===== config.mk =====
export PLATFORM = sky130hd
export DESIGN_NAME = ctl_guarded_seq
export DESIGN_NICKNAME = d
export VERILOG_FILES = /design/src/rtl/ctl_pkg.sv /design/src/rtl/ctl_rst_sync.sv /design/src/rtl/ctl_next.sv /design/src/rtl/ctl_guard.sv /design/src/rtl/ctl_guarded_seq.sv
export SDC_FILE = /design/constraint.sdc
export NUM_CORES = 1
export LEC_CHECK = 0
export BUFFER_PORTS_ARGS = -buffer_cell sky130_fd_sc_hd__buf_2
export CAP_MARGIN = 15
export CORE_ASPECT_RATIO = 0.5
export CORE_MARGIN = 4
export CORE_UTILIZATION = 30
export CTS_CLUSTER_DIAMETER = 40
export CTS_CLUSTER_SIZE = 8
export DETAILED_ROUTE_END_ITERATION = 8
export SYNTH_ARGS = -nofsm -noshare
export SYNTH_HDL_FRONTEND = slang
export SYNTH_SLANG_ARGS = --single-unit

===== constraint.sdc =====
create_clock -name clk -period 8.65 [get_ports clk]
set_clock_uncertainty 0.05 [all_clocks]
set_input_delay 0.4325 -clock clk [delete_from_list [all_inputs] [get_ports clk]]
set_output_delay 0.4325 -clock clk [all_outputs]
set_load 0.05 [all_outputs]

===== src/rtl/ctl_pkg.sv =====
package ctl_pkg;
  localparam int unsigned NCOND = 5;
  localparam int unsigned NUOP  = 8;
  localparam int unsigned NST   = 13;

  // one-hot bit positions of the state vector
  localparam int S_IDLE = 0;
  localparam int S_Y1   = 1;
  localparam int S_Y2   = 2;
  localparam int S_Y3   = 3;
  localparam int S_Y4   = 4;
  localparam int S_Y5   = 5;
  localparam int S_Y6   = 6;
  localparam int S_C1   = 7;
  localparam int S_C3   = 8;
  localparam int S_C4   = 9;
  localparam int S_C5   = 10;
  localparam int S_END  = 11;
  localparam int S_HALT = 12;

  // condition input positions
  localparam int X1 = 0;
  localparam int X2 = 1;
  localparam int X3 = 2;
  localparam int X4 = 3;
  localparam int X5 = 4;

  // micro-operation words per operator
  localparam logic [NUOP-1:0] UOP_Y1 = 8'h03;
  localparam logic [NUOP-1:0] UOP_Y2 = 8'h08;
  localparam logic [NUOP-1:0] UOP_Y3 = 8'h4C;
  localparam logic [NUOP-1:0] UOP_Y4 = 8'h60;
  localparam logic [NUOP-1:0] UOP_Y5 = 8'h60;
  localparam logic [NUOP-1:0] UOP_Y6 = 8'h80;

  localparam logic [NST-1:0] ST_RESET = NST'(1) << S_IDLE;
endpackage


===== src/rtl/ctl_rst_sync.sv =====
module ctl_rst_sync #(
  parameter int unsigned STAGES = 2
) (
  input  logic clk,
  input  logic rst_n,
  output logic rst_sync_n
);
  logic [STAGES-1:0] sh_q;

  always_ff @(posedge clk or negedge rst_n) begin
    if (!rst_n) sh_q <= '0;
    else        sh_q <= {sh_q[STAGES-2:0], 1'b1};
  end

  assign rst_sync_n = sh_q[STAGES-1];
endmodule


===== src/rtl/ctl_next.sv =====
module ctl_next
  import ctl_pkg::*;
(
  input  logic [NST-1:0]   state_q,
  input  logic [NCOND-1:0] cond,
  input  logic             start,
  input  logic             trip,
  output logic [NST-1:0]   state_d
);
  always_comb begin
    state_d = '0;
    if (trip) begin
      state_d[S_HALT] = 1'b1;
    end else if (state_q[S_IDLE]) begin
      if (!start)          state_d[S_IDLE] = 1'b1;
      else if (cond[X1])   state_d[S_Y1]   = 1'b1;
      else if (cond[X2])   state_d[S_Y4]   = 1'b1;
      else                 state_d[S_Y5]   = 1'b1;
    end else if (state_q[S_Y1]) begin
      state_d[S_C1] = 1'b1;
    end else if (state_q[S_Y3]) begin
      state_d[S_C3] = 1'b1;
    end else if (state_q[S_Y4]) begin
      state_d[S_C4] = 1'b1;
    end else if (state_q[S_Y5]) begin
      state_d[S_C5] = 1'b1;
    end else if (state_q[S_C1] || state_q[S_C4]) begin
      if (cond[X4]) state_d[S_Y3] = 1'b1;
      else          state_d[S_Y2] = 1'b1;
    end else if (state_q[S_C3] || state_q[S_C5]) begin
      state_d[S_Y6] = 1'b1;
    end else if (state_q[S_Y2]) begin
      if (cond[X3]) state_d[S_Y6]  = 1'b1;
      else          state_d[S_END] = 1'b1;
    end else if (state_q[S_Y6]) begin
      if (cond[X5]) state_d[S_END] = 1'b1;
      else          state_d[S_Y2]  = 1'b1;
    end else if (state_q[S_END]) begin
      state_d[S_IDLE] = 1'b1;
    end else begin
      state_d[S_HALT] = 1'b1;
    end
  end
endmodule


===== src/rtl/ctl_guard.sv =====
module ctl_guard
  import ctl_pkg::*;
(
  input  logic           clk,
  input  logic           rst_n,
  input  logic [NST-1:0] state_q,
  input  logic [3:0]     entry_i,   // {Y5, Y4, Y3, Y1} being entered
  input  logic           x1,
  input  logic           x2,
  input  logic           x4,
  output logic           alarm_q,
  output logic           trip
);
  logic snap_q, snap_d, snap_en;
  logic in_chk, live, mismatch, illegal;

  // capture the watched input on entry to a guarded operator
  always_comb begin
    snap_en = |entry_i;
    if (entry_i[0] || entry_i[2]) snap_d = x1;
    else if (entry_i[1])          snap_d = x4;
    else                          snap_d = x2;
  end

  // compare in the cycle after the operator
  always_comb begin
    in_chk = state_q[S_C1] | state_q[S_C3] | state_q[S_C4] | state_q[S_C5];
    if (state_q[S_C1] || state_q[S_C4]) live = x1;
    else if (state_q[S_C3])             live = x4;
    else                                live = x2;
    mismatch = in_chk && (live != snap_q);
    illegal  = ($countones(state_q) != 1);
    trip     = alarm_q | mismatch | illegal;
  end

  always_ff @(posedge clk or negedge rst_n) begin
    if (!rst_n)       snap_q <= 1'b0;
    else if (snap_en) snap_q <= snap_d;
  end

  always_ff @(posedge clk or negedge rst_n) begin
    if (!rst_n) alarm_q <= 1'b0;
    else        alarm_q <= trip;
  end
endmodule


===== src/rtl/ctl_guarded_seq.sv =====
module ctl_guarded_seq
  import ctl_pkg::*;
(
  input  logic             clk,
  input  logic             rst_n,
  input  logic             start,
  input  logic [NCOND-1:0] cond_i,
  output logic [NUOP-1:0]  uop_o,
  output logic             done_o,
  output logic             alarm_o
);
  logic           rst_sync_n;
  logic [NST-1:0] state_q, state_d;
  logic           alarm_q, trip;
  logic [3:0]     entry;
  logic [NUOP-1:0] uop_raw;

  ctl_rst_sync #(.STAGES(2)) u_rst (
    .clk(clk), .rst_n(rst_n), .rst_sync_n(rst_sync_n)
  );

  ctl_next u_next (
    .state_q(state_q), .cond(cond_i), .start(start),
    .trip(trip), .state_d(state_d)
  );

  assign entry = {state_d[S_Y5], state_d[S_Y4], state_d[S_Y3], state_d[S_Y1]};

  ctl_guard u_guard (
    .clk(clk), .rst_n(rst_sync_n), .state_q(state_q), .entry_i(entry),
    .x1(cond_i[X1]), .x2(cond_i[X2]), .x4(cond_i[X4]),
    .alarm_q(alarm_q), .trip(trip)
  );

  always_ff @(posedge clk or negedge rst_sync_n) begin
    if (!rst_sync_n) state_q <= ST_RESET;
    else             state_q <= state_d;
  end

  always_comb begin
    uop_raw = '0;
    if (state_q[S_Y1]) uop_raw = uop_raw | UOP_Y1;
    if (state_q[S_Y2]) uop_raw = uop_raw | UOP_Y2;
    if (state_q[S_Y3]) uop_raw = uop_raw | UOP_Y3;
    if (state_q[S_Y4]) uop_raw = uop_raw | UOP_Y4;
    if (state_q[S_Y5]) uop_raw = uop_raw | UOP_Y5;
    if (state_q[S_Y6]) uop_raw = uop_raw | UOP_Y6;
  end

  // quiet whenever tripped or the encoding is illegal
  assign uop_o   = trip ? '0 : uop_raw;
  assign done_o  = state_q[S_END] && !trip;
  assign alarm_o = alarm_q;
endmodule


## After elaboration in Yosys (flattened, before gate mapping)

Index checks and enable logic that the tools add are counted.

- Register bits: 17
- Word-level logic and storage cells: 101

- $add $sub $neg: 12
- Eq/ne operators: 2
- Multiplexer cells: 71
- Bitwise gates (word level): 5
- Reduce and logical (&&, ||, !) cells: 7

Operator list:

| operator | number |
|---|---|
| 32-bit adder | 5 |
| 1-bit two-way mux | 48 |
| 32-bit by 1-bit adder with 32-bit output | 1 |
| 32-bit by 2-bit != test with 1-bit output, second input constant | 1 |
| 7-bit two-way mux | 4 |
| 2-bit two-way mux | 12 |
| 8-bit two-way mux | 2 |
| 1-bit by 1-bit adder with 2-bit output | 6 |
| 12-bit two-way mux | 1 |
| 4-bit two-way mux | 2 |
| 5-bit two-way mux | 1 |
| 1-bit OR | 5 |
| 4-bit OR reduction | 1 |
| 1-bit logical OR | 3 |
| 3-bit two-way mux | 1 |
| 1-bit logical AND | 2 |
| 1-bit logical NOT | 1 |
| 1-bit != test | 1 |

## Longest topological paths before layout

- Word-level depth: 13
- Mapped depth: 15

## Cells and area by module

From an unflattened synthesis, not the netlist that was laid out.

- Cell total of the unflattened synthesis: 109
- Area, all modules: 1099.8 sq um

By module, submodules not included:

| module | instances | cells an instance | area each (sq um) |
|---|---|---|---|
| ctl_guard | 1 | 47 | 430.4 |
| ctl_guarded_seq | 1 | 26 | 399.1 |
| ctl_next | 1 | 33 | 216.5 |
| ctl_rst_sync | 1 | 3 | 53.8 |

## Worst setup path before layout

No wires, ideal clock.

- Path kind: reg2out
- Start point: reg state_q[0]
- End point: out uop_o[7]
- Arrival: 5332 ps
- Required time: 8167 ps
- Setup slack: 2835 ps
- Stages on the path, launching flop included: 14
- Path buffers: 1
- Cell sequence: dfstp_2 -> inv_1 -> ha_1 -> fa_1 -> fa_1 -> fa_1 -> fa_1 -> inv_1 -> fa_1 -> or4_4 -> nor3_4 -> nand2_2 -> buf_6 -> nor3b_1

- Word-level cells in the longest chain between the ends: 7

Ends and longest elaborated chain:

| item | line | source |
|---|---|---|
| start: declaration | ctl_guarded_seq.sv:13 | `logic [NST-1:0] state_q, state_d;` |
| start signal: assignment | ctl_guarded_seq.sv:37 | `else state_q <= state_d;` |
| 1-bit by 1-bit adder with 2-bit output (not written as such) | ctl_guard.sv:32 | `illegal = ($countones(state_q) != 1);` |
| 32-bit adder (not written as such) (3 in a row) | ctl_guard.sv:32 |  |
| 32-bit by 2-bit != test with 1-bit output | ctl_guard.sv:32 |  |
| 1-bit OR | ctl_guard.sv:33 | `trip = alarm_q \| mismatch \| illegal;` |
| 8-bit two-way mux | ctl_guarded_seq.sv:51 | `assign uop_o = trip ? '0 : uop_raw;` |
| end: declaration | ctl_guarded_seq.sv:8 | `output logic [NUOP-1:0] uop_o,` |

Every way passes these cells.

## Worst setup path in the final report

Ends and elaborated chain as after synthesis.

==> metrics.md <==
| Metric | Value |
|---|---|
| Clock power frac | 37.5% |
| Register clock-pin slew on the reported worst setup and hold paths | 80 ps |
| EDFF count, synth | 0 |
| Worst path cell trace | inv_1 > ha_1 > fa_1 > fa_1 > fa_1 > fa_1 > inv_1 > fa_1 > or4_4 > nor3_4 > nand2_2 > nor3b_1 > buf_2 |
| Number of fillers in the final layout | 447 |
| Number of synthesis warnings | 0 |
| Hold Worst Slack | 218 ps |
| Status | completed |
| Final layout net count | 173 |
| Final Non-Filler Cells | 200 |
| Final ANT Viol Nets | 0 |
| Die width | 103 µm |
| Leakage | 0.700 nW |
| Main combinational cell family by area after synthesis | simple AND/OR/NAND/NOR gates |
| Post-synthesis simple-gate area fraction | 26.1% |
| Fmax | 0.175 GHz |
| Overall Power | 0.164 mW |
| Overflow after GRT | 0 |
| Mapped Nets | 156 |
| Final Cycle Share | 66.1% |
| Total Neg Setup Slack | 0 ps |
| First-pass GRT wire length | 4520 µm |
| Seq/Total Area, Yosys | 31.3% |
| Slowest cell delay on critical path | 570 ps |
| IO Port Bufs | 16 |
| Reg2reg start | state_q[0] |
| Ys async rst share | 100% |
| Max FO, Critical Path | 22 |
| Worst setup margin | 2930 ps |
| Multiplexer share of the synthesized area | 0.733% |
| Combinational fraction of design power | 11.7% |
| Number of diodes | 0 |
| Post-route cell area | 0.00154 mm² |
| Worst setup path start | state_q[0] |
| WP data required | 8170 ps |
| DP Worst Slack | 3140 ps |
| #FFs+latches synth | 17 |
| CP Capture Type | output port |
| Most common cell after layout, fill and taps aside | inv_1 |
| CTS tree | yes |
| Crit path buf inv count | 3 |
| DR WL/cell | 13.2 µm |
| Placed cell count | 195 |
| Final Hold Viols | 0 |
| Synth Area in Compound Gates | 6.60% |
| Die Area | 0.00576 mm² |
| Clock Sinks | 17 |
| Reg power frac | 50.8% |
| Drt first pass iters | 4 |
| # DRC | 0 |
| CORE AREA | 0.00440 mm² |
| Largest net degree at the start of global routing | 23 |
| Clock root buffer master | clkbuf_8 |
| Crit path launch type | flop |
| Adder-cell share of the synthesized area | 23.6% |
| RSZ-0062 raised after global routing | no |
| Post-CTS setup buffer count | 0 |
| Slew Limit Fails | 0 |
| Via Count | 929 |
| Layout cells sized above 1 | 30.1% |
| Psw | 0.0453 mW |
| Std-Cell Rows | 17 |
| Instance count of the mapped netlist | 127 |
| Post-route minimum period | 5720 ps |
| Core Util, Final | 34.9% |
| RePlAce Congestion | 0.804 |
| Syn Area/Cell | 10.7 µm² |
| Crit path max-delay family | adder cells |
| Total track usage | 10.0% |
| Clock Tree Buf Depth | 2 |
| VDD IR max | 0.0470 mV |
| CP max stage cell | dfstp_2 |
| Post-Synth XOR/XNOR Area | 1.28% |
| Sw frac | 27.7% |
| DP Area | 0.00148 mm² |
| Estimated wirelength of the detail-placed design | 2160 µm |
| Initial DRC count | 31 |
| Via/cell ratio | 4.65 |
| Initial antenna violation count | 0 |
| Post-Route WL | 2640 µm |
| Internal power | 0.118 mW |
| H-tree level count | 1 |
| Area Overhead vs Synth | 12.6% |
| Most frequent CP cell | fa_1 |
| TritonCTS Buffers | 3 |
| Ys flop type | dfrtp_1 |
| Initial Util | 31.0% |
| Pwr dens | 106 mW/mm² |
| Commonest cells after routing, fill and taps aside | 23 x inv_1, 16 x buf_2, 16 x dfrtp_1 |
| Worst skew pair latency | 250 ps |
| Vias in the first global route | 959 |
| Worst-Margin Slew | 658 ps |
| Hold Path Class | reg -> async |
| Die Height | 55.7 µm |
| Netlist Area Pre-Place | 0.00137 mm² |
| Crit path kind | reg -> out |
| Max Cap Violations | 0 |
| Cell variety after synth | 39 |
| Setup-failing EPs final | 0 |
| Worst EP arrival | 5240 ps |
| I/O Pins | 18 |
| Max-slew headroom at the worst pin | 56.1% |
power by group through the flow:
stage / clock, mW / combinational, mW / sequential [mW]
2_1_floorplan: 0 / 0.0135 / 0.0867
3_3_place_gp: 0 / 0.0189 / 0.0847
3_5_place_dp: 0 / 0.0189 / 0.0848
4_1_cts: 0.0630 / 0.0192 / 0.0832
5_1_grt: 0.0676 / 0.0204 / 0.0835
6_report: 0.0614 / 0.0192 / 0.0830
state kept, by name (all words and copies together) (netlist names):
name and count:
u_guard.snap_q 1, u_guard.alarm_q 1, state_q 13, u_rst.sh_q 2
final timing paths:
| check | endpoint | slack, ps | cells after the start |
|---|---|---|---|
| max | uop_o[7] | 2930 | 13 |
| min | state_q[2] | 220 | 0 |
| max reg2reg | u_guard.snap_q | 3700 | 12 |
| min reg2reg | state_q[2] | 220 | 0 |
| max in group asynchronous | state_q[6] | 7910 | 0 |
| min in group clk | u_rst.sh_q[1] | 300 | 0 |
layer usage:
| metal | up-vias | track usage (%) | part of all wire (%) |
|---|---|---|---|
| li1 | 454 | - | - |
| met4 | 0 | 2.77 | 0.76 |
| met5 | - | 0 | 0 |
| met1 | 462 | 14.2 | 52 |
| met2 | 11 | 15.9 | 46 |
| met3 | 2 | 1.50 | 1.4 |
synth_stat cells, drive strengths merged (2+ instances only):
| library cell | number | area, µm² |
|---|---|---|
| inv | 23 | 86.3 |
| dfrtp | 16 | 400 |
| ha | 13 | 163 |
| nor3 | 11 | 81.3 |
| fa | 8 | 160 |
| buf | 6 | 47.5 |
| nor4 | 6 | 75.1 |
| nand2 | 4 | 17.5 |
| nor2 | 4 | 15.0 |
| nor3b | 4 | 45.1 |
| nor2b | 3 | 18.8 |
| a211o | 2 | 17.5 |
| conb | 2 | 7.51 |
| nand2b | 2 | 12.5 |
| nor4b | 2 | 30.0 |
| o21ai | 2 | 13.8 |
| o32a | 2 | 20.0 |
| or2 | 2 | 12.5 |
| or4 | 2 | 22.5 |
| xor2 | 2 | 17.5 |
layout make-up:
| type | count | area, µm² | area share, % |
|---|---|---|---|
| Clock buffer | 3 | 41.3 | 2.69 |
| Clock inverter | 1 | 5.00 | 0.326 |
| Inverter | 23 | 86.3 | 5.62 |
| Multi-Input combinational cell | 81 | 808 | 52.6 |
| Sequential cell | 17 | 427 | 27.8 |
| Tap cell | 57 | 71.3 | 4.64 |
| Timing Repair Buffer | 18 | 97.6 | 6.35 |
logic make-up after synthesis:
family	count (synthesis)
other	2
DFF	17
buffers and inverters	29
muxes	1
and+or+nand+nor	44
AOI/OAI and AO/OA	11
adders and majority gates	21
xor gates and xnor gates	2
repair_timing:
| action | in CTS | in global routing |
|---|---|---|
| resized for setup | 0 | 0 |
| hold buffers | 1 | 0 |
| hold endpoints to repair | 2 | 0 |
No activity file was read; power rests on OpenSTA's default activity.
